==> src/rtl/ctl_pkg.sv <==
package ctl_pkg;
  localparam int CTL_DATA_W  = 8;
  localparam int CTL_ADDR_W  = 5;
  localparam int CTL_NREGS   = 5;
  localparam int CTL_CHIP_W  = 2;
  localparam int CTL_FRAME_W = CTL_CHIP_W + 1 + CTL_ADDR_W + CTL_DATA_W;

  typedef struct packed {
    logic [CTL_ADDR_W-1:0] addr;
    logic [CTL_DATA_W-1:0] data;
  } ctl_wr_t;

  // Power-on value of each register.
  function automatic logic [CTL_DATA_W-1:0] ctl_reg_default(input int idx);
    case (idx)
      0:       return 8'h8B;
      1:       return 8'h02;
      2:       return 8'h00;
      default: return 8'hFF;
    endcase
  endfunction

  // Bits that are implemented in each register.
  function automatic logic [CTL_DATA_W-1:0] ctl_reg_mask(input int idx);
    case (idx)
      0:       return 8'h9F;
      2:       return 8'h04;
      default: return 8'hFF;
    endcase
  endfunction

  function automatic logic [CTL_NREGS*CTL_DATA_W-1:0] ctl_default_flat();
    logic [CTL_NREGS*CTL_DATA_W-1:0] v;
    v = '0;
    for (int i = 0; i < CTL_NREGS; i++) v[i*CTL_DATA_W +: CTL_DATA_W] = ctl_reg_default(i);
    return v;
  endfunction
endpackage

==> src/rtl/ctl_sync.sv <==
module ctl_sync #(
  parameter int   STAGES  = 2,
  parameter logic RST_VAL = 1'b0
) (
  input  logic clk,
  input  logic rst_n,
  input  logic d,
  output logic q
);
  logic [STAGES-1:0] chain_q;
  logic [STAGES-1:0] chain_d;

  always_comb chain_d = {chain_q[STAGES-2:0], d};

  always_ff @(posedge clk or negedge rst_n) begin
    if (!rst_n) chain_q <= {STAGES{RST_VAL}};
    else        chain_q <= chain_d;
  end

  assign q = chain_q[STAGES-1];
endmodule

==> src/rtl/ctl_frame_rx.sv <==
module ctl_frame_rx
  import ctl_pkg::*;
#(
  parameter logic [CTL_CHIP_W-1:0] CHIP_ID = 2'b01
) (
  input  logic    clk,
  input  logic    rst_n,
  input  logic    port_en,
  input  logic    sel_s,
  input  logic    sclk_s,
  input  logic    sdin_s,
  output logic    wr_stb,
  output ctl_wr_t wr_req
);
  localparam int ADDR_LSB = CTL_DATA_W;
  localparam int DIR_POS  = CTL_DATA_W + CTL_ADDR_W;
  localparam int CHIP_LSB = DIR_POS + 1;
  localparam int CNT_MAX  = CTL_FRAME_W + 1;
  localparam int CNT_W    = $clog2(CNT_MAX + 1);

  logic                   sel_d_q, sclk_d_q;
  logic [CTL_FRAME_W-1:0] shreg_q, shreg_d;
  logic [CNT_W-1:0]       cnt_q, cnt_d;
  logic                   stb_d;
  ctl_wr_t                req_d;
  logic                   sel_fall, sel_rise, sclk_rise, frame_ok;

  always_comb begin
    sel_fall  = sel_d_q & ~sel_s;
    sel_rise  = ~sel_d_q & sel_s;
    sclk_rise = ~sclk_d_q & sclk_s;

    shreg_d = shreg_q;
    cnt_d   = cnt_q;
    if (sel_fall) begin
      cnt_d = '0;
    end else if (!sel_s && sclk_rise) begin
      shreg_d = {shreg_q[CTL_FRAME_W-2:0], sdin_s};
      cnt_d   = (cnt_q == CNT_W'(CNT_MAX)) ? cnt_q : cnt_q + 1'b1;
    end

    frame_ok = (cnt_q == CNT_W'(CTL_FRAME_W))
             && (shreg_q[CHIP_LSB +: CTL_CHIP_W] == CHIP_ID)
             && shreg_q[DIR_POS]
             && (shreg_q[ADDR_LSB +: CTL_ADDR_W] < CTL_ADDR_W'(CTL_NREGS));

    stb_d      = sel_rise & frame_ok & port_en;
    req_d.addr = shreg_q[ADDR_LSB +: CTL_ADDR_W];
    req_d.data = shreg_q[0 +: CTL_DATA_W];
  end

  always_ff @(posedge clk or negedge rst_n) begin
    if (!rst_n) begin
      sel_d_q  <= 1'b1;
      sclk_d_q <= 1'b0;
      shreg_q  <= '0;
      cnt_q    <= '0;
      wr_stb   <= 1'b0;
      wr_req   <= '0;
    end else begin
      sel_d_q  <= sel_s;
      sclk_d_q <= sclk_s;
      shreg_q  <= shreg_d;
      cnt_q    <= cnt_d;
      wr_stb   <= stb_d;
      if (stb_d) wr_req <= req_d;
    end
  end
endmodule

==> src/rtl/ctl_reg_bank.sv <==
module ctl_reg_bank
  import ctl_pkg::*;
(
  input  logic                            clk,
  input  logic                            rst_n,
  input  logic                            pwrdn_n,
  input  logic                            wr_stb,
  input  ctl_wr_t                         wr_req,
  output logic [CTL_NREGS*CTL_DATA_W-1:0] bank_q
);
  for (genvar gi = 0; gi < CTL_NREGS; gi++) begin : g_reg
    localparam logic [CTL_DATA_W-1:0] DEF  = ctl_reg_default(gi);
    localparam logic [CTL_DATA_W-1:0] MASK = ctl_reg_mask(gi);
    logic [CTL_DATA_W-1:0] r_q, r_d;
    logic                  hit;

    always_comb begin
      hit = wr_stb && (wr_req.addr == CTL_ADDR_W'(gi));
      r_d = r_q;
      if (!pwrdn_n) r_d = DEF;
      else if (hit) r_d = wr_req.data & MASK;
    end

    always_ff @(posedge clk or negedge rst_n) begin
      if (!rst_n) r_q <= DEF;
      else        r_q <= r_d;
    end

    assign bank_q[gi*CTL_DATA_W +: CTL_DATA_W] = r_q;
  end
endmodule

==> src/rtl/ctl_serial_regbank.sv <==
module ctl_serial_regbank
  import ctl_pkg::*;
#(
  parameter int                    SYNC_STAGES = 2,
  parameter logic [CTL_CHIP_W-1:0] CHIP_ID     = 2'b01
) (
  input  logic       clk,
  input  logic       rst_n,
  input  logic       pwrdn_n,
  input  logic       mclk_present,
  input  logic       sel_n,
  input  logic       sclk,
  input  logic       sdin,
  output logic       auto_clk,
  output logic [2:0] fmt_sel,
  output logic       pwr_en,
  output logic       core_run,
  output logic       zd_en,
  output logic       zd_and,
  output logic       slow_flt,
  output logic [1:0] spd_sel,
  output logic [1:0] deemph,
  output logic       soft_mute,
  output logic       zflag_inv,
  output logic [7:0] lvl_left,
  output logic [7:0] lvl_right
);
  localparam int NSIG = 3;
  localparam logic [NSIG-1:0] SYNC_RST = 3'b001;

  logic [NSIG-1:0] raw_in, sync_out;
  logic            sel_s, sclk_s, sdin_s, port_en, wr_stb;
  ctl_wr_t         wr_req;
  logic [CTL_NREGS*CTL_DATA_W-1:0] bank_q;
  logic [CTL_DATA_W-1:0] r0, r1, r2, r3, r4;

  assign raw_in = {sdin, sclk, sel_n};

  for (genvar gs = 0; gs < NSIG; gs++) begin : g_sync
    ctl_sync #(.STAGES(SYNC_STAGES), .RST_VAL(SYNC_RST[gs])) u_sync (
      .clk(clk), .rst_n(rst_n), .d(raw_in[gs]), .q(sync_out[gs])
    );
  end

  assign sel_s   = sync_out[0];
  assign sclk_s  = sync_out[1];
  assign sdin_s  = sync_out[2];
  assign port_en = pwrdn_n & mclk_present;

  ctl_frame_rx #(.CHIP_ID(CHIP_ID)) u_rx (
    .clk(clk), .rst_n(rst_n), .port_en(port_en),
    .sel_s(sel_s), .sclk_s(sclk_s), .sdin_s(sdin_s),
    .wr_stb(wr_stb), .wr_req(wr_req)
  );

  ctl_reg_bank u_bank (
    .clk(clk), .rst_n(rst_n), .pwrdn_n(pwrdn_n),
    .wr_stb(wr_stb), .wr_req(wr_req), .bank_q(bank_q)
  );

  assign r0 = bank_q[0*CTL_DATA_W +: CTL_DATA_W];
  assign r1 = bank_q[1*CTL_DATA_W +: CTL_DATA_W];
  assign r2 = bank_q[2*CTL_DATA_W +: CTL_DATA_W];
  assign r3 = bank_q[3*CTL_DATA_W +: CTL_DATA_W];
  assign r4 = bank_q[4*CTL_DATA_W +: CTL_DATA_W];

  assign auto_clk  = r0[7];
  assign fmt_sel   = r0[4:2];
  assign pwr_en    = r0[1];
  assign core_run  = r0[0];
  assign zd_en     = r1[7];
  assign zd_and    = r1[6];
  assign slow_flt  = r1[5];
  assign spd_sel   = r1[4:3];
  assign deemph    = r1[2:1];
  assign soft_mute = r1[0];
  assign zflag_inv = r2[2];
  assign lvl_left  = r3;
  assign lvl_right = r4;
endmodule

==> config.mk <==
export PLATFORM = sky130hd
export DESIGN_NAME = ctl_serial_regbank
export DESIGN_NICKNAME = d
export VERILOG_FILES = /design/src/rtl/ctl_pkg.sv /design/src/rtl/ctl_sync.sv /design/src/rtl/ctl_frame_rx.sv /design/src/rtl/ctl_reg_bank.sv /design/src/rtl/ctl_serial_regbank.sv
export SDC_FILE = /design/constraint.sdc
export NUM_CORES = 1
export LEC_CHECK = 0
export CORE_ASPECT_RATIO = 1.2
export CORE_MARGIN = 10
export CORE_UTILIZATION = 59
export DETAILED_ROUTE_END_ITERATION = 16
export PLACE_DENSITY = 0.94
export SETUP_SLACK_MARGIN = 0.1
export SYNTH_ARGS = -nofsm -noshare
export SYNTH_HDL_FRONTEND = slang
export SYNTH_SLANG_ARGS = --single-unit
==> constraint.sdc <==
create_clock -name clk -period 3.3 [get_ports clk]
set_input_delay 0.33 -clock clk [delete_from_list [all_inputs] [get_ports clk]]
set_output_delay 0.33 -clock clk [all_outputs]
set_load 0.1 [all_outputs]
==> results of run 1 <==
state kept, by name (all words and copies together), names as in the netlist:
register / flops
u_rx.sclk_d_q: 1
u_rx.sel_d_q: 1
u_rx.shreg_q: 16
u_rx.wr_req: 13
u_bank.g.r_q: 31
u_rx.wr_stb: 1
u_rx.cnt_q: 5
g_sync.u_sync.chain_q: 6
per-layer routing:
metal / track usage, % / wire length [um]
met1: 16.6 / 2330
met2: 23.4 / 3010
met3: 5.68 / 423
met4: 7.87 / 144
met5: 0 / 0
path summary, 6_finish.rpt:
kind / startpoint / to / slack (ns) / cells after the start
max in group asynchronous: rst_n / u_bank.g_reg[1].r_q[1]$_DFFE_PN1P_ / 2.31 / 2
min in group clk: g_sync[1].u_sync.chain_q[0]$_DFF_PN0_ / g_sync[1].u_sync.chain_q[1]$_DFF_PN0_ / 0.35 / 0
max: u_bank.g_reg[3].r_q[1]$_DFFE_PN1P_ / lvl_left[1] / 0.94 / 1
min reg2reg: g_sync[1].u_sync.chain_q[0]$_DFF_PN0_ / g_sync[1].u_sync.chain_q[1]$_DFF_PN0_ / 0.35 / 0
min: rst_n / u_rx.cnt_q[0]$_DFFE_PN0P_ / 0.11 / 1
max reg2reg: u_rx.cnt_q[2]$_DFFE_PN0P_ / u_rx.wr_req[7]$_DFFE_PN0P_ / 1.22 / 4
cell families after synthesis:
group / after synthesis
DFF: 74
and+or+nand+nor: 94
adders and majority gates: 3
buffers and inverters: 11
AOI/OAI and AO/OA: 13
xor gates and xnor gates: 3
muxes: 38
cells in the final DEF (no fill, tap or decap), drive strengths merged:
cell	n
nor4b	1
xor2	2
ha	3
a21oi	2
mux2	27
nor2b	5
and3	1
or3b	1
o21ai	7
xnor2	1
nor2	7
clkdlybuf4s50	36
dfrtp	50
dfstp	24
clkbuf	16
buf	5
nor4bb	1
a211o	1
nand4	4
nor3b	2
o21a	1
a21boi	2
nor3	2
nand3b	3
mux2i	11
nand3	26
inv	2
nand2	41
per-stage QoR:
| step | power (mW) | utilization, % |
|---|---|---|
| floorplan | 1.02 | - |
| detailed placement | 1.06 | 69.7 |
| global placement | 1.06 | 69.7 |
| CTS | 1.70 | 73.3 |
| finish | 1.68 | 73.3 |
| global route | 1.75 | 73.3 |
final cells by class:
class	count	share of cell area, %
clock buffer	16	4.98
inverter	2	0.207
multi-input combinational	151	29.9
sequential	74	52.0
tap	60	2.07
timing repair buffer	41	10.9
report_power, final:
group / leakage (nW) / internal (mW) / switching [mW]
Sequential: 0.932 / 0.942 / 0.0270
Clock: 0.0910 / 0.336 / 0.301
Combinational: 0.674 / 0.0373 / 0.0403
Total: 1.70 / 1.32 / 0.368
==> summary.txt, run 1 <==
Setup path
  – Worst Setup End Kind: output port
  – WP data arrival: ~2.0 ns
  – Max incr delay on CP: 1.14 ns
  – Critical Path Fanout Max: 2
  – Crit-path cells: clkdlybuf4s50_1
  – WP data required: between 2 and 3 ns
  – Critical path class: reg -> out
  – Slowest CP cell: clkdlybuf4s50_1
  – Largest delay contributor family on the critical path: buffers and inverters
  – Nature of the critical path startpoint: register
  – Worst path bufs/invs: 1

Synthesis
  – Cell Area, Synth: 3020 um^2
  – Adder-Cell Fraction of Synth Area: 1.24%
  – Largest family of logic cells by synthesized area: simple AND/OR/NAND/NOR gates
  – Yosys warning count: 0
  – Synth Area in Simple Gates: between 15 and 20%
  – Avg Inst Size Synth: about 13 um^2
  – Yosys top cell by area: dfrtp_1
  – Complex-gate fraction of the synthesized area: between 2 and 3%
  – Flops & latches, synth: 74
  – Most common library cells after synthesis: dfrtp_1, nand2_1, nand3_1
  – Post-synth cell types: 35
  – Syn Nets: between 200 and 250
  – Ys async rst share: 100%
  – Area fraction of the dominant cell type after synthesis: about two fifths
  – Number of synthesized flops with an enable pin: 0
  – Most frequent cell after synthesis: dfrtp_1
  – Syn Inst Count: approximately 240
  – Sequential area share after synthesis: between 60% and 70%
  – Largest cells by area after synthesis: dfrtp_1, dfstp_2, mux2_2
  – XOR/XNOR share of the synthesized area: 0.869%
  – Post-synthesis mux area share: around 15%
  – Ys flop type: dfrtp_1

Hold path
  – Hold Crit Class: in -> async

Finish
  – # diodes: 0
  – Area of the multi-input gates: about 1100 um^2
  – Layout cells sized above 1: ~27%
  – Final std cell area, no fill: 3620 um^2
  – Non-Filler Instances: roughly 340
  – Post-layout nets: 289
  – Area growth, synth to finish: 19.8%
  – Area taken by flip-flops and latches: roughly 1900 um^2
  – Fillcell total: 300

Floorplanning
  – Cell Rows: 28
  – Starting Density: 61.2%
  – Boundary Pins: 38
  – Chip Height: roughly 98 um
  – Die Width: around 85 um
  – Total die area: 8400 um^2
  – Core area: roughly 4900 um^2

Drt
  – Antenna viol nets, final: 0
  – Vias per inst: about 5.6
  – DR DRC count: 0
  – Via count: roughly 1900
  – WL per Instance: around 17 um
  – Overall routed net length: 5910 um
  – DRT iter0 DRCs: 170
  – Detailed Routing Iterations Pass 1: 4

Clocking
  – Clock Tree Buf Depth: 2
  – Clk root buf: clkbuf_8
  – # resized after CTS: 0
  – Post-CTS Setup Repair Bufs: 0
  – H-tree depth: 3
  – Num CTS Buffers: 9
  – Clock sinks: 74
  – Reg clk slew, reported paths: 0.07 ns
  – Worst-Skew Late Latency: around 0.35 ns
  – CTS tree: built
  – Hold buffer count at CTS: 0

Placement
  – Dpl cell area: about 3400 um^2
  – Detail Placement HPWL: 4070 um
  – Number of port buffers: 37
  – Inst Count DP: roughly 330
  – Setup WS pre-CTS: between 0.8 and 0.9 ns
  – Gpl congestion: between 0.7 and 0.8

Global route
  – All-layer global routing usage: roughly 15%
  – Vias in the first global route: 1975
  – Overflow after GRT: 0
  – Largest net degree at the start of global routing: 45
  – Global-route wire length before repair: between 9000 and 10000 um
  – Initial antenna violation count: 0

Timing
  – Final number of setup-violating endpoints: 0
  – Clock Skew: 0.00853 ns
  – Setup TNS: 0 ns
  – Final clock period utilization by the worst path: a little under three quarters
  – Hold_ws: 0.113 ns
  – Relative slew slack: around a third
  – Max Freq: ~420 MHz
  – Slack of the critical path: ~0.94 ns
  – Final Max Slew Viols: 0
  – Hold Vio Cnt, Final: 0
  – Tmin final: about 2.4 ns
  – RSZ-0062 raised after global routing: false
  – Worst-margin pin slew: roughly 1 ns

Run status
  – Status: finished, final reports clean

Run
  – MaxCap Viol Count: 0

Pwr
  – Cell area power density: approximately 460 nW/um^2
  – Leakage: 1.70 nW
  – Worst vdd ir: roughly 0.44 mV
Power figures use the tool's default switching activity.
==> inputs of run 2 (changes only) <==
--- a/config.mk
+++ b/config.mk
@@ -7,9 +7,9 @@
 export LEC_CHECK = 0
 export CORE_ASPECT_RATIO = 1.2
 export CORE_MARGIN = 10
-export CORE_UTILIZATION = 59
+export CORE_UTILIZATION = 54
 export DETAILED_ROUTE_END_ITERATION = 16
-export PLACE_DENSITY = 0.94
+export PLACE_DENSITY = 0.88
 export SETUP_SLACK_MARGIN = 0.1
 export SYNTH_ARGS = -nofsm -noshare
 export SYNTH_HDL_FRONTEND = slang
==> constraint.sdc (replaced) <==
create_clock -name clk -period 2.31 [get_ports clk]
set_input_delay 0.231 -clock clk [delete_from_list [all_inputs] [get_ports clk]]
set_output_delay 0.231 -clock clk [all_outputs]
set_load 0.1 [all_outputs]
==> summary.txt, run 2 (synthesis gave the netlist of run 1 again) <==
Run status
  – Status: finished, final reports clean

Floorplanning
  – Boundary Pins: 38 (unchanged)
  – Chip Height: 102 um (+3.6%)
  – Total die area: 9000 um^2 (+7.2%)
  – Starting Density: 56.3% (-4.9 points)
  – Cell Rows: 29 (+3.6%)
  – Core area: 5370 um^2 (+8.7%)
  – Die Width: 88.3 um (+3.5%)

Drt
  – Overall routed net length: 5960 um (+0.85%)
  – Detailed Routing Iterations Pass 1: 4 (unchanged)
  – Vias per inst: 5.45 (-2.5%)
  – DR DRC count: 0 (unchanged)
  – WL per Instance: 17.1 um (-0.31%)
  – Antenna viol nets, final: 0 (unchanged)
  – DRT iter0 DRCs: 95 (-44%)
  – Via count: 1897 (-1.4%)

Timing
  – Setup TNS: 0 ns (unchanged)
  – Hold Vio Cnt, Final: 0 (unchanged)
  – Clock Skew: 0.00461 ns (-0.00392 ns)
  – Max Freq: 549 MHz
  – Final Max Slew Viols: 0 (unchanged)
  – Worst-margin pin slew: 0.440 ns (-0.549 ns)
  – RSZ-0062 raised after global routing: false
  – Final number of setup-violating endpoints: 0 (unchanged)
  – Relative slew slack: 70.6% (+37 points)
  – Slack of the critical path: 0.489 ns (-0.454 ns)
  – Tmin final: 1.82 ns
  – Final clock period utilization by the worst path: between 70% and 80%

Finish
  – Area growth, synth to finish: 20.4%
  – Commonest non-fill, non-tap cell in the layout: dfrtp_1
  – Largest regs: u_bank.g.r_q x31, u_rx.shreg_q x16, u_rx.wr_req x13
  – Area of the multi-input gates: 1080 um^2 (unchanged)
  – Post-layout nets: 291 (+0.69%)
  – Fillcell total: 380 (+27%)
  – Top reg by flops: u_bank.g.r_q
  – # diodes: 0 (unchanged)
  – Final core utilization: 67.8% (-5.5 points)
  – Area taken by flip-flops and latches: 1880 um^2 (unchanged)
  – Max reg flops: 31 (unchanged)
  – Most frequent cells in the layout: dfrtp_1, nand2_1, buf_4
  – Layout cells sized above 1: 39.2% (+12 points)

Pwr
  – Switch share: 21.4% (-0.42 points)
  – Power share of the clock group: 43.6% (+5.8 points)
  – Internal: 2.09 mW (+59%)
  – Design Power: 2.66 mW (+58%)
  – Leakage: 1.75 nW (+3.4%)
  – Register share of total power: 52.0% (-5.6 points)
  – Cell area power density: 732 nW/um^2 (+57%)
  – Worst vdd ir: 0.418 mV (-5.8%)
  – Comb pwr share: 4.4% (-0.2 points)
  – Switching power: 0.570 mW (+55%)

Setup path
  – Worst path bufs/invs: 1 (unchanged)
  – Max incr delay on CP: 0.43 ns (-0.71 ns)
  – Critical path class: reg -> reg
  – Critical Path Fanout Max: 12 (+10)
  – Crit-path cells: nor3b_2 -> nand4_2 -> nor3_4 -> buf_4 -> mux2_2
  – WP data required: 2.54 ns (-0.43 ns)
  – Nature of the critical path startpoint: register
  – WP data arrival: 2.05 ns (+0.02 ns)
  – Slowest CP cell: dfrtp_1
  – Largest delay contributor family on the critical path: simple AND/OR/NAND/NOR gates
  – Worst Setup End Kind: register
  – RR Startpoint: u_rx.cnt_q[2]$_DFFE_PN0P_
  – Critical Path Start: u_rx.cnt_q[2]$_DFFE_PN0P_

Hold path
  – Hold Path Origin: sel_n
  – Hold Crit Class: in -> reg

Global route
  – All-layer global routing usage: 14.1% (-0.57 points)
  – Initial antenna violation count: 0 (unchanged)
  – Overflow after GRT: 0 (unchanged)
  – Global-route wire length before repair: 9830 um (+0.42%)
  – Vias in the first global route: 2001 (+1.3%)
  – Largest net degree at the start of global routing: 75 (+67%)

Clocking
  – Clk root buf: clkbuf_8
  – Reg clk slew, reported paths: 0.07 ns (about the same)
  – Clock Tree Buf Depth: 2 (unchanged)
  – H-tree depth: 3 (unchanged)
  – Worst-Skew Late Latency: 0.34 ns (about the same)
  – CTS tree: built
  – Num CTS Buffers: 9 (unchanged)
  – Post-CTS Setup Repair Bufs: 0 (unchanged)
  – Clock sinks: 74 (unchanged)

Placement
  – Detail Placement HPWL: 4000 um (-1.9%)
  – Number of port buffers: 37 (unchanged)
  – Gpl congestion: 0.803 (+13%)
  – Setup WS pre-CTS: 0.208 ns (-0.631 ns)

Run
  – MaxCap Viol Count: 0 (unchanged)
==> run 2: layout make-up <==
| cell class | count | share of cell area [%] |
|---|---|---|
| sequential | 74 | 51.7 |
| tap | 62 | 2.13 |
| inverter | 2 | 0.206 |
| multi-input combinational | 151 | 29.7 |
| clock buffer | 14 | 5.64 |
| clock inverter | 2 | 1.03 |
| timing repair buffer | 43 | 9.56 |
==> run 2: metrics by stage <==
stage | cell area, um^2 | hold WS, ns | cells
floorplan | 3020 | -0.0646 | 236
global placement | 3390 | 0.281 | 331
detailed placement | 3390 | 0.293 | 331
CTS | 3640 | 0.277 | 348
global route | 3640 | 0.267 | 348
finish | 3640 | 0.287 | 348
==> run 2: path summary, 6_finish.rpt <==
check	slack [ns]	endpoint	depth (start not counted)
min in group asynchronous	0.43	g_sync[1].u_sync.chain_q[0]$_DFF_PN0_	3
max in group asynchronous	1.53	u_bank.g_reg[4].r_q[7]$_DFFE_PN1P_	3
setup / recovery	0.49	u_rx.wr_req[9]$_DFFE_PN0P_	5
setup reg to reg	0.49	u_rx.wr_req[9]$_DFFE_PN0P_	5
hold reg to reg	0.35	g_sync[1].u_sync.chain_q[1]$_DFF_PN0_	0
hold / removal	0.29	g_sync[0].u_sync.chain_q[0]$_DFF_PN1_	1
==> run 2: routing by layer <==
metal	up-vias	share of wire (%)	track usage [%]
li1	900	-	-
met1	928	40	15.9
met5	-	0	0
met3	17	5.8	4.70
met2	52	51	23.1
met4	0	3.1	8.09
==> run 2: worst register-to-register path: cells and delay by family, from the launching register on <==
| kind | cells | cell delay (ns) |
|---|---|---|
| buffers and inverters | 1 | 0.24 |
| AND/OR/NAND/NOR | 3 | 0.69 |
| flip-flops | 1 | 0.43 |
| multiplexers | 1 | 0.36 |
==> run 2: timing repair <==
action / in CTS / in global routing
hold buffers: 1 / 0
hold endpoints to repair: 50 / 0
gates resized for setup: 0 / 0
==> run 2: power groups by stage <==
stage          sequential, mW  clock, mW  combinational [mW]
6_report                 1.38       1.16               0.118
5_1_grt                  1.39       1.23               0.132
4_1_cts                  1.38       1.18               0.119
3_5_place_dp             1.41          0               0.117
3_3_place_gp             1.40          0               0.110
2_1_floorplan            1.39          0              0.0668
